==> src/rtl/rimm_pkg.sv <==
package rimm_pkg;
  parameter int WORD_W = 32;
  parameter int PAY_W  = 8;
  parameter int ROT_W  = 4;

  localparam int CODE_W = ROT_W + PAY_W;
  localparam int N_ROT  = 1 << ROT_W;
  localparam int STEP   = WORD_W / N_ROT;

  typedef logic [WORD_W-1:0] word_t;
  typedef logic [CODE_W-1:0] code_t;
  typedef logic [ROT_W-1:0]  rot_t;
  typedef logic [PAY_W-1:0]  pay_t;

  // Rotate right by k positions (k taken modulo the word width).
  function automatic word_t rotr(word_t v, int unsigned k);
    logic [2*WORD_W-1:0] dbl;
    dbl = {v, v} >> (k % WORD_W);
    return dbl[WORD_W-1:0];
  endfunction

  // Rotate left by k positions.
  function automatic word_t rotl(word_t v, int unsigned k);
    return rotr(v, (WORD_W - (k % WORD_W)) % WORD_W);
  endfunction

  // Expand a code into the word it stands for.
  function automatic word_t expand(code_t c);
    word_t p;
    p = {{(WORD_W-PAY_W){1'b0}}, c[PAY_W-1:0]};
    return rotr(p, STEP * int'(c[CODE_W-1:PAY_W]));
  endfunction
endpackage

==> src/rtl/rimm_search.sv <==
module rimm_search
  import rimm_pkg::*;
(
  input  word_t value,
  output logic  found,
  output code_t code
);
  logic [N_ROT-1:0] fit;
  pay_t             cand [N_ROT];

  // One window test per even rotation.
  for (genvar r = 0; r < N_ROT; r++) begin : g_rot
    word_t back;
    assign back     = rotl(value, STEP * r);
    assign fit[r]   = (back[WORD_W-1:PAY_W] == '0);
    assign cand[r]  = back[PAY_W-1:0];
  end

  // Scan from the top rotation downwards so the smallest fitting one wins.
  always_comb begin
    found = 1'b0;
    code  = '0;
    for (int r = N_ROT - 1; r >= 0; r--) begin
      if (fit[r]) begin
        found = 1'b1;
        code  = {rot_t'(r), cand[r]};
      end
    end
  end
endmodule

==> src/rtl/rimm_expand.sv <==
module rimm_expand
  import rimm_pkg::*;
(
  input  code_t code,
  output word_t word
);
  assign word = expand(code);
endmodule

==> src/rtl/rimm_codec.sv <==
module rimm_codec
  import rimm_pkg::*;
(
  input  logic              clk,
  input  logic              rst,
  input  logic              in_valid,
  input  logic [WORD_W-1:0] in_word,
  input  logic [CODE_W-1:0] dec_code,
  output logic              out_valid,
  output logic              direct_ok,
  output logic [CODE_W-1:0] direct_code,
  output logic              inv_ok,
  output logic [CODE_W-1:0] inv_code,
  output logic [WORD_W-1:0] dec_word
);
  // Named internal events.
  word_t inv_word;
  logic  dir_hit, inv_hit;
  code_t dir_code_n, inv_code_n;
  word_t dec_word_n;

  assign inv_word = ~in_word;

  rimm_search u_dir (.value(in_word),  .found(dir_hit), .code(dir_code_n));
  rimm_search u_inv (.value(inv_word), .found(inv_hit), .code(inv_code_n));
  rimm_expand u_dec (.code(dec_code),  .word(dec_word_n));

  always_ff @(posedge clk) begin
    if (rst) begin
      out_valid   <= 1'b0;
      direct_ok   <= 1'b0;
      direct_code <= '0;
      inv_ok      <= 1'b0;
      inv_code    <= '0;
      dec_word    <= '0;
    end else begin
      out_valid <= in_valid;
      dec_word  <= dec_word_n;
      if (in_valid) begin
        direct_ok   <= dir_hit;
        direct_code <= dir_code_n;
        inv_ok      <= inv_hit;
        inv_code    <= inv_code_n;
      end
    end
  end
endmodule

==> config.mk <==
export PLATFORM = sky130hd
export DESIGN_NAME = rimm_codec
export DESIGN_NICKNAME = d
export VERILOG_FILES = /design/src/rtl/rimm_pkg.sv /design/src/rtl/rimm_search.sv /design/src/rtl/rimm_expand.sv /design/src/rtl/rimm_codec.sv
export SDC_FILE = /design/constraint.sdc
export NUM_CORES = 1
export LEC_CHECK = 0
export ABC_AREA = 1
export BUFFER_PORTS_ARGS = -buffer_cell sky130_fd_sc_hd__buf_2
export CORE_MARGIN = 2
export CORE_UTILIZATION = 51
export CTS_BUF_LIST = sky130_fd_sc_hd__clkbuf_4 sky130_fd_sc_hd__clkbuf_8
export CTS_CLUSTER_DIAMETER = 150
export DETAILED_ROUTE_END_ITERATION = 6
export PLACE_DENSITY = 0.75
export SYNTH_ARGS = -nofsm -noshare
export SYNTH_HDL_FRONTEND = slang
export SYNTH_SLANG_ARGS = --single-unit
==> constraint.sdc <==
create_clock -name clk -period 1.6 [get_ports clk]
set_input_delay 0.08 -clock clk [delete_from_list [all_inputs] [get_ports clk]]
set_output_delay 0.08 -clock clk [all_outputs]
set_load 0.005 [all_outputs]
==> out/metrics.yaml, run 1 <==
outcome:
  status: "stopped before the end"
  error_line: "[ERROR GRT-0232] Routing congestion too high. Check the congestion heatmap in the GUI."
  flow.stopped_at: "global routing (5_1_grt)"
logic_synthesis:
  synth_compound_area_share_pct: 26.2
  yosysWarnings: 0
  synth-edff-count: 0
  synthMuxAreaShare_pct: 0.181
  yosysTopAreaCellShare_pct: 21.4
  synthAdderAreaFrac_pct: 0
  yosys.area_share.simple_pct: 40.8
  syn_avg_cell_area_sq_um: 5.57
  seq_area_frac_synth_pct: 21.4
  synth_nets: 1040
  synth_area_sq_um: 5530
  synth_xor_xnor_area_share_pct: 0
  synth_cell_types: 41
  synth_area_leaders: "dfxtp_1 21%, nand2_1 20%, a21oi_1 11%, inv_1 6.6%, o21ai_0 6.4%"
  synth-main-ff-cell: "dfxtp_1"
  ys_seq_elements: 59
  async_flop_share_pct: 0
  synth_top_family_by_area: "simple AND/OR/NAND/NOR gates"
  synth.largest_area_cell: "dfxtp_1"
  synth_cells: 993
clock_tree:
  numCtsBuffers: 9
  cts_buffer_depth: 2
  cts_root_buffer: "clkbuf_8"
  cts_sinks: 59
  h-tree-depth: 3
global_routing:
  grt_use_total_pct: 77.0
  grt_max_degree: 32
  grt-ovfl-total: 46
timing:
  worstEpCategory: "register input"
  crit_endpoint: "inv_code[0]$_SDFFE_PP0P_/D"
place:
  place_inst: 1411
  place.gp.congestion: 1.03
  hpwlAfterDp_um: 18000
  pre_cts_slack_ps: -910
  io_buffer_count: 105
floorplanning:
  initial_core_util_pct: 51.7
  rows: 38
  ios: 106
  die_w_um: 108
  die_h_um: 108
-- cells in the mapped netlist (6+ instances only) --
master / instances
nor2_2: 10
nand2_1: 290
nand3_1: 32
inv_1: 97
o21ai_1: 16
dfxtp_1: 59
clkbuf_1: 18
nand2_2: 9
o21ai_0: 71
a211oi_1: 16
o22ai_1: 14
a31oi_1: 11
nor3_1: 50
nor3_2: 7
buf_2: 19
nor2_1: 83
nand4_1: 8
o221ai_1: 6
a21oi_1: 126
inv_2: 17
-- cell families after synthesis --
logic type / after synthesis
muxes: 1
DFF: 59
AOI/OAI and AO/OA: 267
and+or+nand+nor: 509
buffers and inverters: 157
-- metrics by stage --
step,utilization [%],instance area [sq um]
CTS,83.5,8930
global placement,73.6,7880
floorplan,-,5750
detailed placement,73.6,7880
-- repair_timing --
| item | 4_1_cts |
|---|---|
| hold buffers | 1 |
| setup buffers | 26 |
| hold endpoints to repair | 2 |
| resized for setup | 179 |
| setup endpoints to repair | 26 |
| cloned | 3 |
| pin swaps | 84 |
-- routing by layer --
metal	GRT usage [%]	GRT overflow
met5	14.7	0
met4	79.9	25
met2	92.6	20
met3	60.0	1
met1	78.5	0
==> inputs of run 2 (changes only) <==
--- a/config.mk
+++ b/config.mk
@@ -8,11 +8,9 @@
 export ABC_AREA = 1
 export BUFFER_PORTS_ARGS = -buffer_cell sky130_fd_sc_hd__buf_2
 export CORE_MARGIN = 2
-export CORE_UTILIZATION = 51
-export CTS_BUF_LIST = sky130_fd_sc_hd__clkbuf_4 sky130_fd_sc_hd__clkbuf_8
-export CTS_CLUSTER_DIAMETER = 150
+export CORE_UTILIZATION = 36
 export DETAILED_ROUTE_END_ITERATION = 6
-export PLACE_DENSITY = 0.75
+export PLACE_DENSITY_LB_ADDON = 0.15
 export SYNTH_ARGS = -nofsm -noshare
 export SYNTH_HDL_FRONTEND = slang
 export SYNTH_SLANG_ARGS = --single-unit
==> constraint.sdc (replaced) <==
create_clock -name clk -period 2.1 [get_ports clk]
set_input_delay 0.105 -clock clk [delete_from_list [all_inputs] [get_ports clk]]
set_output_delay 0.105 -clock clk [all_outputs]
set_load 0.005 [all_outputs]
==> run 2 against run 1 <==
  * The flow now finishes without violations
  * Synthesized cell count unchanged
  * Synthesized area is the same
==> out/metrics.yaml, run 2 <==
timing:
  fin_crit_sh_pct: 91.9
  max_freq_mhz: 518
  clock_skew_ps: 0
  period_needed_ps: 1930
  final_max_slew_viol_count: 0
  setup_viol: 0
  hold_viol: 0
  worstMarginPinSlew_ps: 446
  max_slew_margin_pct: 70.0
cells_and_area:
  layout_common_cells: "281 x nand2_1, 195 x buf_4, 126 x a21oi_1"
  largestRegisters: "dec_word (32), direct_code (12), inv_code (12)"
  top_register: "dec_word"
  final.fill_count: 1639
  drive_above_1_share_pct: 31.8
  largest_reg_flops: 32
  antenna_cells: 0
  fin_nets: 1315
  post-route-util_pct: 53.4
  syn_to_final_growth_pct: 45.6
  layout.cells.most_common: "nand2_1"
detailed_routing:
  routed_wl_um: 23200
  drc: 0
  drt_iter0_drc: 809
  ant_nets: 0
  vias: 7629
  dr.pass1.iters: 6
  wl_per_cell_um: 15.9
  vias_per_cell: 5.22
global_routing:
  antenna_found_initial: 0
  grt_max_degree: 38
  grt_use_total_pct: 28.1
  grt_pass1_vias: 7167
  grt_first_pass_wirelength_um: 36100
  grt-ovfl-total: 0
logic_synthesis:
  synth_cells: 993  # unchanged
  synth-main-ff-cell: "dfxtp_1"
  synth_cell_types: 41  # unchanged
  yosysTopAreaCellShare_pct: 21.4  # unchanged
  yosysWarnings: 0  # unchanged
  syn_avg_cell_area_sq_um: 5.57  # unchanged
  ys_seq_elements: 59  # unchanged
  synth.largest_area_cell: "dfxtp_1"
  synth_area_leaders: "dfxtp_1 21%, nand2_1 20%, a21oi_1 11%, inv_1 6.6%, o21ai_0 6.4%"
  seq_area_frac_synth_pct: 21.4  # unchanged
  synth_commonest_cells: "290 x nand2_1, 126 x a21oi_1, 97 x inv_1"
  synth_most_common_cell: "nand2_1"
  synth_area_sq_um: 5530  # unchanged
  async_flop_share_pct: 0  # unchanged
  synth_nets: 1040  # unchanged
  synth-edff-count: 0  # unchanged
clock_tree:
  tritoncts: "built"
  clk_pin_slew_ps: 60
  h-tree-depth: 3  # unchanged
  cts_root_buffer: "clkbuf_16"
  clock_latency_ps: 330
  cts_buffer_depth: 2  # unchanged
  numCtsBuffers: 9  # unchanged
  cts_sinks: 59  # unchanged
place:
  io_buffer_count: 105  # unchanged
  hpwlAfterDp_um: 18400  # +2.6%
  place.gp.congestion: 0.923  # -11%
floorplanning:
  coreArea_sq_um: 15100
  fp.dieArea_sq_um: 16400
  rows: 45  # +18%
  ios: 106  # unchanged
  die_h_um: 128  # +18%
  initial_core_util_pct: 36.7  # -15 points
  die_w_um: 128  # +18%
critical_path:
  crit_required_ps: 2360
  critPathMaxFanout: 5
  startpoint_type: "input port"
  endpoint_kind: "flip-flop"
  criticalPathCategory: "in2reg"
  critical_path_arrival_ps: 2190
min_path:
  hold_path.class: "in2reg"
power:
  powerDensity_nw_per_um2: 387
  power_mw: 3.12
  p_leak_nw: 4.13
  vdd_drop_max_v: 0.000391
outcome:
  status: "completed"
job:
  maxCapViolCount: 0
==> run 2: worst paths after layout <==
check | start | to | slack, ps | cells after the start
worst max-delay path | in_word[19] | inv_code[7]$_SDFFE_PP0P_ | 170 | 21
worst min register to register | direct_code[9]$_SDFFE_PP0P_ | direct_code[9]$_SDFFE_PP0P_ | 460 | 2
worst max register to register | direct_code[5]$_SDFFE_PP0P_ | direct_code[5]$_SDFFE_PP0P_ | 1450 | 2
worst min-delay path | dec_code[10] | dec_word[25]$_SDFF_PP0_ | 150 | 3
==> run 2: repair_timing <==
item	4_1_cts	5_1_grt
setup endpoints to repair	8	18
gates resized for setup	1	41
hold buffers	1	0
pin swaps	0	10
buffers inserted	0	6
endpoints found under the hold margin	1	0
gates cloned	0	1
==> run 2: kinds of logic (layout without fill, tap and decap cells) <==
logic type / count (synthesis) / count (layout) / synth area share, %
AND/OR/NAND/NOR: 509 / 510 / 40.8
multiplexers: 1 / 1 / 0.181
flip-flops: 59 / 59 / 21.4
buffers and inverters: 157 / 436 / 11.4
AO/OA/AOI/OAI: 267 / 267 / 26.2
==> run 2: final cells by class <==
cell class              instances  area (sq um)  area share (%)
well taps                     188           235            2.92
repair buffers                305          2060            25.6
multi-input cells             778          3860            47.9
flip-flops and latches         59          1180            14.7
inverters                     115           438            5.44
clock buffers                   9           225            2.80
clock inverters                 7          51.3           0.637
==> run 2: report_power, final <==
part,switching (mW),total (mW),internal [mW]
registers,0.00676,1.15,1.15
clock network,0.566,1.37,0.803
logic,0.369,0.595,0.226
==> run 2: per-layer routing <==
layer / GRT usage [%] / routed length, um / up-vias
li1: - / - / 3868
met1: 35.9 / 10300 / 3488
met2: 48.2 / 11100 / 235
met3: 4.22 / 1210 / 38
met4: 9.89 / 684 / 0
met5: 0 / 0 / -
==> run 2: stage by stage <==
step | cell area [sq um] | setup TNS (ps) | hold slack (ps) | instances | setup slack (ps)
6_report | 8050 | 0 | 147 | 1461 | 169
5_1_grt | 8050 | -153 | 156 | 1461 | -36.3
2_1_floorplan | 5530 | 0 | 174 | 993 | 274
4_1_cts | 7860 | 0 | 134 | 1454 | 5.31
3_5_place_dp | 7560 | -6180 | 331 | 1437 | -444
3_3_place_gp | 7560 | -5850 | 328 | 1437 | -442
==> run 2: critical path: stages <==
cell and delay, ps:
buf_2 140, buf_4 130, nand4_1 140, nor2_2 210
nand2_2 100, nor2_4 150, nand2_4 70, buf_4 150
o221ai_1 160, nand2_1 100, nand2_1 70, nand2_1 50
nand3_1 70, nand2_1 60, nand2_1 60, nand2_1 50
nand2_1 80, nand2_1 70, nand2_1 60, nand2_1 50
a21oi_1 120
Power figures use the tool's default switching activity.
==> inputs of run 3 (changes only) <==
--- a/config.mk
+++ b/config.mk
@@ -9,6 +9,7 @@
 export BUFFER_PORTS_ARGS = -buffer_cell sky130_fd_sc_hd__buf_2
 export CORE_MARGIN = 2
 export CORE_UTILIZATION = 36
+export CTS_BUF_LIST = sky130_fd_sc_hd__clkbuf_2
 export DETAILED_ROUTE_END_ITERATION = 6
 export PLACE_DENSITY_LB_ADDON = 0.15
 export SYNTH_ARGS = -nofsm -noshare
==> run 3 against run 2 <==
  * Die area unchanged
  * Global-route usage about the same
  * First-iteration DRC count down 15%
  * Count of clock-buffer cells in the layout unchanged
  * Total power down 23%
  * Largest cell class unchanged
==> out/metrics.yaml, run 3 (synthesized netlist as in run 2, its figures left out) <==
outcome:
  status: "completed"
critical_path:
  criticalPathCategory: "in2reg"
  reg2reg_slack_ps: 1440  # about the same
  critical_path_arrival_ps: 2360  # +170 ps
  crit_required_ps: 2550  # +190 ps
  startpoint_type: "input port"
  ff2ff_path_depth: 2  # unchanged
  r2r-start: "direct_ok$_SDFFE_PP0P_"
  r2r-end: "direct_ok$_SDFFE_PP0P_"
  critPathMaxFanout: 14  # +9
  endpoint_kind: "flip-flop"
floorplanning:
  rows: 45  # unchanged
  die_w_um: 128  # unchanged
  fp.dieArea_sq_um: 16400  # unchanged
  ios: 106  # unchanged
  initial_core_util_pct: 36.7  # unchanged
  die_h_um: 128  # unchanged
  coreArea_sq_um: 15100  # unchanged
timing:
  final_max_slew_viol_count: 0  # unchanged
  max_freq_mhz: 525  # +1.3%
  max_slew_margin_pct: 68.8  # -1.2 points
  worstMarginPinSlew_ps: 463  # +17.5 ps
  hold_viol: 0  # unchanged
  clock_skew_ps: 0  # unchanged
  rsz0062_at_grt: "false"
  fin_crit_sh_pct: 90.8  # -1.2 points
  period_needed_ps: 1910  # -24.7 ps
  setup_viol: 0  # unchanged
  setup_slack_ps: 194  # +24.7 ps
  tns_ps: 0  # unchanged
  worst_hold_slack_ps: 48.2  # -98.4 ps
cells_and_area:
  fin_nets: 1322  # +0.53%
  seqCellArea_sq_um: 1180  # unchanged
  layout_common_cells: "290 x nand2_1, 191 x buf_4, 126 x a21oi_1"
  top_register: "dec_word"
  layout.cells.most_common: "nand2_1"
  antenna_cells: 0  # unchanged
  syn_to_final_growth_pct: 41.5
  drive_above_1_share_pct: 29.1  # -2.7 points
  largestRegisters: "dec_word (32), direct_code (12), inv_code (12)"
  largest_reg_flops: 32  # unchanged
  multiInputGateArea_sq_um: 3730  # -3.4%
  final.fill_count: 1647  # +0.49%
place:
  io_buffer_count: 105  # unchanged
  hpwlAfterDp_um: 18400  # unchanged
  place.gp.congestion: 0.923  # unchanged
  pre_cts_slack_ps: -444  # unchanged
clock_tree:
  h-tree-depth: 3  # unchanged
  clk_pin_slew_ps: 220  # +160 ps
  cts_sinks: 59  # unchanged
  cts_buffer_depth: 2  # unchanged
  tritoncts: "built"
  post_cts_buffers: 0  # unchanged
  cts_root_buffer: "clkbuf_2"
  clock_latency_ps: 500  # +170 ps
  numCtsBuffers: 9  # unchanged
global_routing:
  grt_first_pass_wirelength_um: 36100  # +0.17%
  grt_use_total_pct: 28.1  # about the same
  grt_max_degree: 38  # unchanged
  grt-ovfl-total: 0  # unchanged
  grt_pass1_vias: 7234  # +0.93%
  antenna_found_initial: 0  # unchanged
min_path:
  min_from: "dec_code[11]"
  hold_path.class: "in2reg"
  holdPathStages: 4  # +1
  worstHoldEndpoint: "dec_word[15]$_SDFF_PP0_"
detailed_routing:
  wl_per_cell_um: 15.6  # -1.7%
  drc: 0  # unchanged
  vias_per_cell: 5.21  # -0.19%
  vias: 7651  # +0.29%
  ant_nets: 0  # unchanged
  routed_wl_um: 22900  # -1.2%
  dr.pass1.iters: 5  # -1
  drt_iter0_drc: 685  # -15%
power:
  powerDensity_nw_per_um2: 307  # -21%
  vdd_drop_max_v: 0.000392  # +0.36%
  p_leak_nw: 4.04  # -2.2%
job:
  maxCapViolCount: 0  # unchanged
-- run 3: layer usage --
layer | global-route usage [%] | up-vias | wire, um
li1 | - | 3873 | -
met1 | 35.7 | 3477 | 9790
met2 | 48.3 | 261 | 10800
met3 | 4.76 | 40 | 1490
met4 | 9.50 | 0 | 818
met5 | 0 | - | 0
-- run 3: worst max path at each step --
stage	slack (ps)	depth (start not counted)	startpoint	end
5_1_grt	2	22	in_word[4]	inv_code[6]$_SDFFE_PP0P_
2_1_floorplan	270	16	in_word[18]	direct_code[5]$_SDFFE_PP0P_
3_5_place_dp	-440	22	in_word[4]	inv_code[7]$_SDFFE_PP0P_
3_3_place_gp	-440	22	in_word[4]	inv_code[3]$_SDFFE_PP0P_
6_report	190	22	in_word[4]	inv_code[5]$_SDFFE_PP0P_
4_1_cts	100	22	in_word[4]	inv_code[6]$_SDFFE_PP0P_
-- run 3: layout make-up --
cell class,instances,area share (%)
multi-input combinational,777,47.7
timing repair buffer,313,27.5
sequential,59,15.1
inverter,115,5.52
clock inverter,7,0.656
clock buffer,9,0.576
tap,188,3.01
-- run 3: where the power goes --
part / leakage [nW] / switching [mW] / internal, mW
clock: 0.0587 / 0.488 / 0.161
combinational: 3.51 / 0.360 / 0.237
sequential: 0.479 / 0.00696 / 1.15
total: 4.04 / 0.855 / 1.55
-- run 3: what timing repair did --
| action | 4_1_cts | 5_1_grt |
|---|---|---|
| hold buffers | 15 | 0 |
| hold endpoints to repair | 24 | 0 |
| resized for setup | 0 | 3 |
| setup endpoints to repair | 0 | 10 |
-- run 3: worst max-delay path: stages --
cell and delay (ps):
buf_2 90, buf_4 170, nand2_1 160, nor3_2 210, nand2_1 120, nor2_2 170
nand2_4 140, nand2_1 130, inv_1 120, o221ai_1 110, nand2_1 90, nand2_1 70
nand2_1 60, nand2_1 60, nand2_1 50, nand3_1 70, nand2_1 70, nand2_1 70
nand2_1 60, nand2_1 60, nand2_1 50, a21oi_1 110
-- run 3: stage by stage --
step / cells / power [mW] / utilization (%) / cell area [sq um]
3_5_place_dp: 1437 / 1.74 / 50.1 / 7560
3_3_place_gp: 1437 / 1.74 / 50.1 / 7560
6_report: 1468 / 2.40 / 51.8 / 7820
5_1_grt: 1468 / 2.51 / 51.8 / 7820
2_1_floorplan: 993 / 1.40 / - / 5530
4_1_cts: 1468 / 2.42 / 51.8 / 7810
==> inputs of run 4 (changes only) <==
--- a/config.mk
+++ b/config.mk
@@ -6,7 +6,7 @@
 export NUM_CORES = 1
 export LEC_CHECK = 0
 export ABC_AREA = 1
-export BUFFER_PORTS_ARGS = -buffer_cell sky130_fd_sc_hd__buf_2
+export BUFFER_PORTS_ARGS = -buffer_cell sky130_fd_sc_hd__buf_4
 export CORE_MARGIN = 2
 export CORE_UTILIZATION = 36
 export CTS_BUF_LIST = sky130_fd_sc_hd__clkbuf_2
==> run 4 against run 3 <==
  * Final cell count decreased by 0.34%
  * Largest power group unchanged
  * Critical endpoint is now dec_word[9]$_SDFF_PP0_
  * First-iteration DRC count up 16%
  * Worst setup slack got worse by 99 ps
==> out/metrics.yaml, run 4 (synthesized netlist as in run 2, its figures left out) <==
floorplanning:
  fp.dieArea_sq_um: 16400  # unchanged
  initial_core_util_pct: 36.7  # unchanged
  coreArea_sq_um: 15100  # unchanged
  die_w_um: 128  # unchanged
  die_h_um: 128  # unchanged
  ios: 106  # unchanged
  rows: 45  # unchanged
detailed_routing:
  vias_per_cell: 5.25  # +0.80%
  ant_nets: 0  # unchanged
  routed_wl_um: 23400  # +1.9%
  vias: 7686  # +0.46%
  drt_iter0_drc: 795  # +16%
  wl_per_cell_um: 16.0  # +2.2%
  drc: 0  # unchanged
  dr.pass1.iters: 6  # +1
power:
  switchingPower_uw: 864  # +1.1%
  power_mw: 2.56  # +6.6%
  powerDensity_nw_per_um2: 316  # +2.9%
  p_leak_nw: 4.07  # +0.54%
  switching_share_pct: 33.7  # -1.9 points
  seqPwrFrac_pct: 45.2  # -2.9 points
  vdd_drop_max_v: 0.000369  # -5.9%
  p_clk_share_pct: 30.4  # +3.4 points
  comb_power_share_pct: 24.4  # -0.5 points
  internal_power_mw: 1.70  # +9.7%
global_routing:
  antenna_found_initial: 0  # unchanged
  grt_use_total_pct: 28.5  # +0.45 points
  grt_max_degree: 38  # unchanged
  grt_pass1_vias: 7203  # -0.43%
  grt_first_pass_wirelength_um: 36800  # +1.8%
  grt-ovfl-total: 0  # unchanged
cells_and_area:
  layout_common_cells: "290 x nand2_1, 290 x buf_4, 126 x a21oi_1"
  largestRegisters: "dec_word (32), direct_code (12), inv_code (12)"
  top_register: "dec_word"
  post-route-util_pct: 53.7  # +1.9 points
  antenna_cells: 0  # unchanged
  fin_nets: 1317  # -0.38%
  largest_reg_flops: 32  # unchanged
  final.fill_count: 1580  # -4.1%
  drive_above_1_share_pct: 28.9  # -0.20 points
  syn_to_final_growth_pct: 46.6
clock_tree:
  h-tree-depth: 3  # unchanged
  clock_latency_ps: 490  # about the same
  cts_sinks: 59  # unchanged
  cts_buffer_depth: 2  # unchanged
  clk_pin_slew_ps: 210  # about the same
  cts_root_buffer: "clkbuf_2"
  numCtsBuffers: 9  # unchanged
  tritoncts: "built"
outcome:
  status: "completed"
critical_path:
  crit_required_ps: 2560  # about the same
  critPathMaxFanout: 3  # -11
  critical_path_arrival_ps: 2470  # +110 ps
  criticalPathCategory: "in2reg"
  endpoint_kind: "flip-flop"
  startpoint_type: "input port"
timing:
  worst_hold_slack_ps: 31.6  # -16.5 ps
  max_slew_margin_pct: 70.7  # +1.9 points
  clock_skew_ps: 0  # unchanged
  max_freq_mhz: 499  # -5.0%
  rsz0062_at_grt: "false"
  setup_slack_ps: 94.7  # -99.4 ps
  setup_viol: 0  # unchanged
  final_max_slew_viol_count: 0  # unchanged
  tns_ps: 0  # unchanged
  fin_crit_sh_pct: 95.5  # +4.7 points
  period_needed_ps: 2010  # +99.4 ps
  hold_viol: 0  # unchanged
  worstMarginPinSlew_ps: 436  # -27.9 ps
place:
  hpwlAfterDp_um: 18700  # +1.6%
  io_buffer_count: 105  # unchanged
  pre_cts_slack_ps: -366  # +78.4 ps
  place.gp.congestion: 0.943  # +2.2%
min_path:
  hold_path.class: "in2reg"
job:
  maxCapViolCount: 0  # unchanged
[run 4: cell types whose count changed in the layout (fill, tap and decap cells not counted), moves of 2 or more]
cell / before / now
buf_12: 2 / 5
dlygate4sd3_1: 15 / 13
buf_4: 191 / 290
buf_2: 105 / 0
[run 4: power groups by stage]
stage / Combinational (mW) / Clock, mW / Sequential (mW)
6_report: 0.625 / 0.778 / 1.16
5_1_grt: 0.673 / 0.848 / 1.16
4_1_cts: 0.614 / 0.798 / 1.16
3_5_place_dp: 0.592 / 0 / 1.18
3_3_place_gp: 0.597 / 0 / 1.18
2_1_floorplan: 0.217 / 0 / 1.18
[run 4: metal layers]
| layer | wire length, um | global-route usage [%] |
|---|---|---|
| met5 | 0 | 0 |
| met4 | 612 | 8.34 |
| met3 | 1560 | 3.71 |
| met2 | 11000 | 47.8 |
| met1 | 10100 | 38.4 |
[run 4: final timing paths]
| check | startpoint | to | slack (ps) | cells past startpoint |
|---|---|---|---|---|
| min reg2reg | direct_code[0]$_SDFFE_PP0P_ | direct_code[0]$_SDFFE_PP0P_ | 480 | 2 |
| max | dec_code[1] | dec_word[9]$_SDFF_PP0_ | 90 | 10 |
| min | dec_code[8] | dec_word[18]$_SDFF_PP0_ | 30 | 5 |
| max reg2reg | direct_code[6]$_SDFFE_PP0P_ | direct_code[6]$_SDFFE_PP0P_ | 1420 | 2 |
[run 4: timing repair]
| item | CTS | global route |
|---|---|---|
| endpoints found under the setup margin | 0 | 2 |
| hold buffers | 12 | 1 |
| hold endpoints to repair | 45 | 1 |
| setup buffers | 0 | 0 |
| resized for setup | 0 | 2 |
[run 4: worst max-delay path, stage by stage]
cell	delay, ps
dlygate4sd3_1	540
buf_4	120
nand2_1	50
nand2_1	110
nor2_1	70
a31oi_2	200
dlygate4sd3_1	580
nand2_1	60
dlygate4sd3_1	550
nor2_1	80
[run 4: per-stage QoR]
stage                     cells  area (sq um)
after floorplan             993          5530
after global placement     1434          7840
after detailed placement   1434          7840
after CTS                  1462          8080
after global routing       1463          8110
final                      1463          8110
[run 4: cell type report]
cell class                 count  area, sq um  share of cell area, %
tap                          188          235                   2.90
clock inverter                 7         76.3                  0.942
inverter                     115          432                   5.33
clock buffer                   9         45.0                  0.556
sequential                    59         1180                   14.6
timing repair buffer         308         2410                   29.7
multi-input combinational    777         3730                   46.0
